## src/rtl/pfd_pkg.sv

```systemverilog
package pfd_pkg;
  localparam int LOOPS = 2;

  typedef enum logic [2:0] {
    MON_OFF,
    MON_LOCK,
    MON_PULSE,
    MON_FAST,
    MON_CRST
  } mon_kind_e;

  function automatic mon_kind_e mon_kind(input logic [1:0] fsel, input logic [1:0] lsel);
    mon_kind_e k;
    case (fsel)
      2'b00:   k = (lsel == 2'b00) ? MON_OFF : MON_LOCK;
      2'b11:   k = (lsel == 2'b00) ? MON_FAST : MON_CRST;
      default: k = MON_PULSE;
    endcase
    return k;
  endfunction
endpackage

```

## src/rtl/pfd_core.sv

```systemverilog
module pfd_core #(
  parameter int RST_DLY = 2
) (
  input  logic clk,
  input  logic rst,
  input  logic hold,
  input  logic ref_in,
  input  logic fb_in,
  output logic up_o,
  output logic dn_o,
  output logic cmp_done_o,
  output logic ref_q_o,
  output logic fb_q_o
);
  localparam int OW = (RST_DLY < 2) ? 1 : $clog2(RST_DLY + 1);
  localparam logic [OW-1:0] OVL_LAST = OW'(RST_DLY - 1);

  logic          ref_q, fb_q, up, dn;
  logic [OW-1:0] ovl_cnt;
  logic          ref_edge, fb_edge, both, clear;

  assign ref_edge = ref_in & ~ref_q;
  assign fb_edge  = fb_in & ~fb_q;
  assign both     = up & dn;
  assign clear    = both && (ovl_cnt == OVL_LAST);

  always_ff @(posedge clk) begin
    if (rst || hold) begin
      ref_q   <= 1'b0;
      fb_q    <= 1'b0;
      up      <= 1'b0;
      dn      <= 1'b0;
      ovl_cnt <= '0;
    end else begin
      ref_q   <= ref_in;
      fb_q    <= fb_in;
      up      <= (up & ~clear) | ref_edge;
      dn      <= (dn & ~clear) | fb_edge;
      ovl_cnt <= (!both || clear) ? '0 : ovl_cnt + 1'b1;
    end
  end

  assign up_o       = up;
  assign dn_o       = dn;
  assign cmp_done_o = clear;
  assign ref_q_o    = ref_q;
  assign fb_q_o     = fb_q;

  // both flags release after the reset delay
  p_flags_drop_r3: assert property (@(posedge clk) disable iff (rst)
    (clear && !ref_edge && !fb_edge && !hold) |=> (!up_o && !dn_o));
endmodule

```

## src/rtl/lock_detect.sv

```systemverilog
module lock_detect #(
  parameter int LOCK_WIN = 1,
  parameter int LOCK_CNT = 8
) (
  input  logic clk,
  input  logic rst,
  input  logic hold,
  input  logic up,
  input  logic dn,
  input  logic cmp_done,
  output logic locked_o
);
  localparam int SW = $clog2(LOCK_WIN + 2);
  localparam int GW = $clog2(LOCK_CNT + 1);
  localparam logic [SW-1:0] SOLO_WIN = SW'(LOCK_WIN);
  localparam logic [SW-1:0] SOLO_SAT = SW'(LOCK_WIN + 1);
  localparam logic [GW-1:0] GOOD_TOP = GW'(LOCK_CNT);
  localparam logic [GW-1:0] GOOD_PRE = GW'(LOCK_CNT - 1);

  logic [SW-1:0] solo_cnt;
  logic [GW-1:0] good_cnt;
  logic          locked;

  always_ff @(posedge clk) begin
    if (rst || hold) begin
      solo_cnt <= '0;
      good_cnt <= '0;
      locked   <= 1'b0;
    end else if (cmp_done) begin
      solo_cnt <= '0;
      if (solo_cnt <= SOLO_WIN) begin
        if (good_cnt < GOOD_TOP) good_cnt <= good_cnt + 1'b1;
        if (good_cnt >= GOOD_PRE) locked <= 1'b1;
      end else begin
        good_cnt <= '0;
        locked   <= 1'b0;
      end
    end else if ((up ^ dn) && (solo_cnt < SOLO_SAT)) begin
      solo_cnt <= solo_cnt + 1'b1;
    end
  end

  assign locked_o = locked;

  // a wide comparison drops lock
  p_lock_drop_r8: assert property (@(posedge clk) disable iff (rst)
    (cmp_done && (solo_cnt > SOLO_WIN)) |=> !locked_o);
  // lock only rises at the end of a comparison
  p_lock_rise_r7: assert property (@(posedge clk) disable iff (rst)
    $rose(locked_o) |-> $past(cmp_done));
endmodule

```

## src/rtl/pump_drive.sv

```systemverilog
module pump_drive (
  input  logic clk,
  input  logic rst,
  input  logic hold,
  input  logic up,
  input  logic dn,
  input  logic pol,
  input  logic force_z,
  input  logic cur4x,
  output logic src_o,
  output logic snk_o,
  output logic oe_o,
  output logic lvl_o,
  output logic x4_o
);
  logic drv_on;
  assign drv_on = !force_z && !hold;

  always_ff @(posedge clk) begin
    if (rst) begin
      src_o <= 1'b0;
      snk_o <= 1'b0;
      oe_o  <= 1'b0;
      lvl_o <= 1'b0;
      x4_o  <= 1'b0;
    end else begin
      src_o <= drv_on & (pol ? up : dn);
      snk_o <= drv_on & (pol ? dn : up);
      oe_o  <= drv_on & (up ^ dn);
      lvl_o <= drv_on & (pol ? (up & ~dn) : (dn & ~up));
      x4_o  <= cur4x;
    end
  end

  // forced high impedance and power save silence the pump
  p_forced_z_r4: assert property (@(posedge clk) disable iff (rst)
    (force_z || hold) |=> (!oe_o && !src_o && !snk_o));
  // current scale follows its bit
  p_x4_set_r6: assert property (@(posedge clk) disable iff (rst)
    cur4x |=> x4_o);
  p_x4_clr_r6: assert property (@(posedge clk) disable iff (rst)
    !cur4x |=> !x4_o);
  // drive is only enabled with exactly one command active
  p_one_cmd_r1: assert property (@(posedge clk) disable iff (rst)
    oe_o |-> (src_o != snk_o));
endmodule

```

## src/rtl/mon_decode.sv

```systemverilog
module mon_decode
  import pfd_pkg::*;
(
  input  logic             clk,
  input  logic             rst,
  input  logic [1:0]       sel_lock,
  input  logic [1:0]       sel_fout,
  input  logic [LOOPS-1:0] locked,
  input  logic [LOOPS-1:0] ref_q,
  input  logic [LOOPS-1:0] fb_q,
  input  logic [LOOPS-1:0] cur4x,
  output logic             mon_oe,
  output logic             mon_lvl,
  output logic [LOOPS-1:0] cnt_rst
);
  mon_kind_e  kind;
  logic       nxt_oe, nxt_lvl, pick_hi;
  logic [LOOPS-1:0] nxt_rst;

  assign kind    = mon_kind(sel_fout, sel_lock);
  assign pick_hi = sel_fout[1];

  always_comb begin
    nxt_oe  = 1'b1;
    nxt_lvl = 1'b0;
    nxt_rst = '0;
    unique case (kind)
      MON_OFF:   nxt_lvl = 1'b0;
      MON_LOCK: begin
        case (sel_lock)
          2'b01:   nxt_lvl = locked[0];
          2'b10:   nxt_lvl = locked[1];
          default: nxt_lvl = locked[0] & locked[1];
        endcase
      end
      MON_PULSE: begin
        if (pick_hi) nxt_lvl = sel_lock[0] ? fb_q[1] : ref_q[1];
        else         nxt_lvl = sel_lock[0] ? fb_q[0] : ref_q[0];
      end
      MON_FAST:  nxt_oe  = cur4x[1];
      MON_CRST:  nxt_rst = sel_lock;
      default:   nxt_lvl = 1'b0;
    endcase
  end

  always_ff @(posedge clk) begin
    if (rst) begin
      mon_oe  <= 1'b1;
      mon_lvl <= 1'b0;
      cnt_rst <= '0;
    end else begin
      mon_oe  <= nxt_oe;
      mon_lvl <= nxt_lvl;
      cnt_rst <= nxt_rst;
    end
  end

  // fast-lock pulls the pin low while 4x current is selected
  p_fast_low_r11: assert property (@(posedge clk) disable iff (rst)
    ((sel_fout == 2'b11) && (sel_lock == 2'b00) && cur4x[1]) |=> (mon_oe && !mon_lvl));
  // reset requests exist only in the reset modes
  p_rst_mode_r12: assert property (@(posedge clk) disable iff (rst)
    (sel_fout != 2'b11) |=> (cnt_rst == '0));
endmodule

```

## src/rtl/pfd_pump_ctrl.sv

```systemverilog
module pfd_pump_ctrl
  import pfd_pkg::*;
#(
  parameter int RST_DLY  = 2,
  parameter int LOCK_WIN = 1,
  parameter int LOCK_CNT = 8
) (
  input  logic       clk,
  input  logic       rst,
  input  logic [1:0] ref_in,
  input  logic [1:0] fb_in,
  input  logic [1:0] pol,
  input  logic [1:0] cur4x,
  input  logic [1:0] force_z,
  input  logic [1:0] pwr_save,
  input  logic [1:0] sel_lock,
  input  logic [1:0] sel_fout,
  output logic [1:0] pump_oe,
  output logic [1:0] pump_lvl,
  output logic [1:0] pump_src,
  output logic [1:0] pump_snk,
  output logic [1:0] pump_x4,
  output logic [1:0] lock,
  output logic       mon_oe,
  output logic       mon_lvl,
  output logic [1:0] cnt_rst
);
  logic [LOOPS-1:0] up, dn, cmp_done, ref_q, fb_q;

  for (genvar g = 0; g < LOOPS; g++) begin : g_loop
    pfd_core #(.RST_DLY(RST_DLY)) u_core (
      .clk(clk), .rst(rst), .hold(pwr_save[g]),
      .ref_in(ref_in[g]), .fb_in(fb_in[g]),
      .up_o(up[g]), .dn_o(dn[g]), .cmp_done_o(cmp_done[g]),
      .ref_q_o(ref_q[g]), .fb_q_o(fb_q[g])
    );

    lock_detect #(.LOCK_WIN(LOCK_WIN), .LOCK_CNT(LOCK_CNT)) u_lock (
      .clk(clk), .rst(rst), .hold(pwr_save[g]),
      .up(up[g]), .dn(dn[g]), .cmp_done(cmp_done[g]),
      .locked_o(lock[g])
    );

    pump_drive u_pump (
      .clk(clk), .rst(rst), .hold(pwr_save[g]),
      .up(up[g]), .dn(dn[g]), .pol(pol[g]), .force_z(force_z[g]),
      .cur4x(cur4x[g]),
      .src_o(pump_src[g]), .snk_o(pump_snk[g]), .oe_o(pump_oe[g]),
      .lvl_o(pump_lvl[g]), .x4_o(pump_x4[g])
    );
  end

  mon_decode u_mon (
    .clk(clk), .rst(rst), .sel_lock(sel_lock), .sel_fout(sel_fout),
    .locked(lock), .ref_q(ref_q), .fb_q(fb_q), .cur4x(cur4x),
    .mon_oe(mon_oe), .mon_lvl(mon_lvl), .cnt_rst(cnt_rst)
  );

  // power save clears the lock flag
  p_save_unlock_r5: assert property (@(posedge clk) disable iff (rst)
    pwr_save[1] |=> !lock[1]);
endmodule

```

## config.mk

```make
export PLATFORM = sky130hd
export DESIGN_NAME = pfd_pump_ctrl
export DESIGN_NICKNAME = d
export VERILOG_FILES = /design/src/rtl/pfd_pkg.sv /design/src/rtl/pfd_core.sv /design/src/rtl/lock_detect.sv /design/src/rtl/pump_drive.sv /design/src/rtl/mon_decode.sv /design/src/rtl/pfd_pump_ctrl.sv
export SDC_FILE = /design/constraint.sdc
export NUM_CORES = 1
export LEC_CHECK = 0
export ABC_AREA = 1
export BUFFER_PORTS_ARGS = -buffer_cell sky130_fd_sc_hd__buf_2
export CAP_MARGIN = 20
export CORE_MARGIN = 4
export CORE_UTILIZATION = 54
export DETAILED_ROUTE_END_ITERATION = 6
export PLACE_DENSITY = 0.78
export SYNTH_ARGS = -nofsm -noshare
export SYNTH_HDL_FRONTEND = slang
export SYNTH_SLANG_ARGS = --single-unit
```

## constraint.sdc

```tcl
create_clock -name clk -period 1.51 [get_ports clk]
set_input_delay 0.151 -clock clk [delete_from_list [all_inputs] [get_ports clk]]
set_output_delay 0.151 -clock clk [all_outputs]
set_load 0.1 [all_outputs]
```

==> flow_summary.yaml <==
routing:
  wl_per_cell_um: 9.70
  drt_wl_total_um: 2940
  vias_per_cell: 4.61
  drc_errors: 0
  ant_nets: 0
  drt_iter0_drc: 36
  via_count: 1397
  drtPass1Iterations: 5
timing:
  post-route-period-util_pct: 89.5
  tightest_slew_ns: 0.488
  max_freq_ghz: 0.740
  fin_setup_tns_ns: 0
  drv_slew: 0
  skew_ns: 0.0145
  maxSlewHeadroom_pct: 67.7
  rsz0062_at_grt: "false"
  finalHoldViolCount: 0
  layout_min_cycle_time_ns: 1.35
  finalSetupViolations: 0
cts:
  numCtsBuffers: 5
  path_clk_slew_ns: 0.11
  post_cts_buffers: 0
  clkLatencyLatePin_ns: 0.34
  clock_sinks: 40
  h-tree-depth: 2
  cts_resized: 0
  cts_tree: "built"
  clock-root-buffer: "clkbuf_4"
  clk_path_buf_depth: 2
  hold_buffers: 0
global_route:
  grt_max_degree: 12
  track_usage_pct: 14.7
  antenna_found_initial: 0
  grt_pass1_wl_um: 4910
  grt_pass1_vias: 1260
  grt.overflow.total: 0
cells_and_area:
  fin_nets: 295
  antenna_cells: 0
  syn_to_final_growth_pct: 10.2
  final-seq-area_um2: 801
  multi_input_comb_area_um2: 813
  layout-drive-gt1-share_pct: 18.1
  fillers: 278
  fin_util_pct: 64.7
synthesis:
  synth_ff_type: "dfxtp_1"
  yosys_warnings: 0
  synth.distinct_cells: 20
  netlist_area_um2: 1850
  synth-seq-cells: 40
  syn_avg_cell_area_um2: 8.05
  synthesis.nets: 267
  yosysSeqAreaShare_pct: 43.3
  async_flop_share_pct: 0
  synth_edf_count: 0
  syn-instance-count: 230
pwr:
  p_switching_w: 0.000495
  pwr-share-clk_pct: 29.0
  seqPwrFrac_pct: 58.2
  vdd_drop_max_mv: 0.398
  p_sw_share_pct: 26.4
  leakage_nw: 0.968
  p_per_area_nw_per_um2: 920
  combinationalPowerShare_pct: 12.8
  p_int_w: 0.00138
floorplan:
  dieArea_um2: 4430
  core_area_um2: 3150
  num_rows: 20
  io_pins: 34
  die-height_um: 66.5
  initial_core_util_pct: 58.7
  die_width_um: 66.5
status:
  status: "completed"
setup_path:
  path_delay_family: "buffers and inverters"
  crit_chain: "buf_2"
  path_buf_inv: 1
  path_max_fanout: 4
  crit_type: "reg -> out"
  cp_slowest_cell: "buf_2"
  critical_path.max_stage_delay_ns: 0.45
  endpoint_kind: "output port"
  start_kind: "register"
  critPathArrivalTime_ns: 1.20
  required_ns: 1.36
min_path:
  min_path_type: "in -> reg"
placement:
  portBuffers: 33
  dp_hpwl_um: 2350
  place_congestion: 0.801
flow_run:
  max_cap_violations: 0
[path summary, 6_finish.rpt]
kind,start,to,slack (ns),depth (start not counted)
max,g_loop[0].u_lock.locked_o,lock[0],0.16,1
min,cur4x[0],g_loop[0].u_pump.x4_o,0.02,3
max reg2reg,g_loop[1].u_core.dn_o,g_loop[1].u_lock.good_cnt[2],0.18,6
min reg2reg,g_loop[1].u_core.ovl_cnt[0],g_loop[1].u_core.ovl_cnt[0],0.43,1
[layout make-up]
type | instances | share of cell area, %
Inverter | 39 | 7.18
Clock buffer | 8 | 2.88
Timing Repair Buffer | 33 | 8.10
Tap cell | 44 | 2.70
Sequential cell | 40 | 39.3
Multi-Input combinational cell | 139 | 39.9
[metal layers]
layer / global-route usage, % / up-vias / part of all wire [%] / routed length, um
met4: 7.61 / 0 / 2.0 / 60
met2: 24.0 / 30 / 45 / 1310
li1: - / 762 / - / -
met1: 17.4 / 598 / 48 / 1400
met3: 4.05 / 7 / 5.7 / 167
met5: 0 / - / 0 / 0
[registers in the layout, summed over array words and instances (netlist names)]
register / count
g_loop.u_core.dn_o: 2
g_loop.u_core.fb_q_o: 2
g_loop.u_core.ovl_cnt: 4
g_loop.u_core.ref_q_o: 2
g_loop.u_core.up_o: 2
g_loop.u_lock.good_cnt: 8
g_loop.u_lock.locked_o: 2
g_loop.u_lock.solo_cnt: 4
g_loop.u_pump.lvl_o: 2
g_loop.u_pump.oe_o: 2
g_loop.u_pump.snk_o: 2
g_loop.u_pump.src_o: 2
g_loop.u_pump.x4_o: 2
u_mon.cnt_rst: 2
u_mon.mon_lvl: 1
u_mon.mon_oe: 1
[synth_stat cells, types with 3 or more instances]
library cell | count | area (um^2)
nand2_1 | 30 | 113
nand3_1 | 5 | 25.0
a21oi_1 | 11 | 55.1
nand4_1 | 3 | 18.8
inv_1 | 37 | 139
o21ai_0 | 6 | 30.0
dfxtp_1 | 40 | 801
buf_4 | 12 | 90.1
o32ai_1 | 4 | 35.0
nor2_1 | 47 | 176
ha_1 | 19 | 238
[logic make-up after synthesis]
| kind of cell | after synthesis | synth area share, % |
|---|---|---|
| AOI/OAI and AO/OA | 25 | 8.65 |
| DFF | 40 | 43.3 |
| adders and majority gates | 19 | 12.8 |
| buffers and inverters | 51 | 12.8 |
| xor gates and xnor gates | 2 | 0.947 |
| and+or+nand+nor | 93 | 21.5 |
[per-stage QoR]
step	hold WS (ns)	instance area (um^2)	instances	setup slack (ns)	power [W]
after floorplan	0.220	1850	230	0.305	0.00130
after global placement	0.359	1980	295	0.226	0.00135
after detailed placement	0.369	1980	295	0.195	0.00136
after CTS	0.00648	2040	303	0.135	0.00190
after global routing	0.0241	2040	303	0.0317	0.00196
final	0.0178	2040	303	0.159	0.00188
[power by group through the flow]
stage / clock (W) / sequential, W / combinational, W
after floorplan: 0 / 0.00113 / 0.000166
after global placement: 0 / 0.00112 / 0.000238
after detailed placement: 0 / 0.00112 / 0.000240
after CTS: 0.000563 / 0.00109 / 0.000242
after global routing: 0.000602 / 0.00110 / 0.000265
final: 0.000545 / 0.00109 / 0.000240
[worst reg2reg max path, cell delays in order, from the launching register on]
cell     delay (ns)
dfxtp_1        0.35
ha_1           0.23
nand2_1        0.15
nand2_1        0.15
nand2_1        0.17
o21ai_0        0.11
a21oi_1        0.11
[placed cells by master (no fill, tap or decap), types with 3 or more instances in the layout]
master,synthesis,routed
nand2_1,30,30
dfxtp_1,40,40
nand4_1,3,3
buf_2,0,33
nand3_1,5,5
o32ai_1,4,4
inv_1,37,37
clkbuf_4,0,5
ha_1,19,19
nor2_1,47,47
o21ai_0,6,5
a21oi_1,11,11
(Power assumes the default switching activity.)
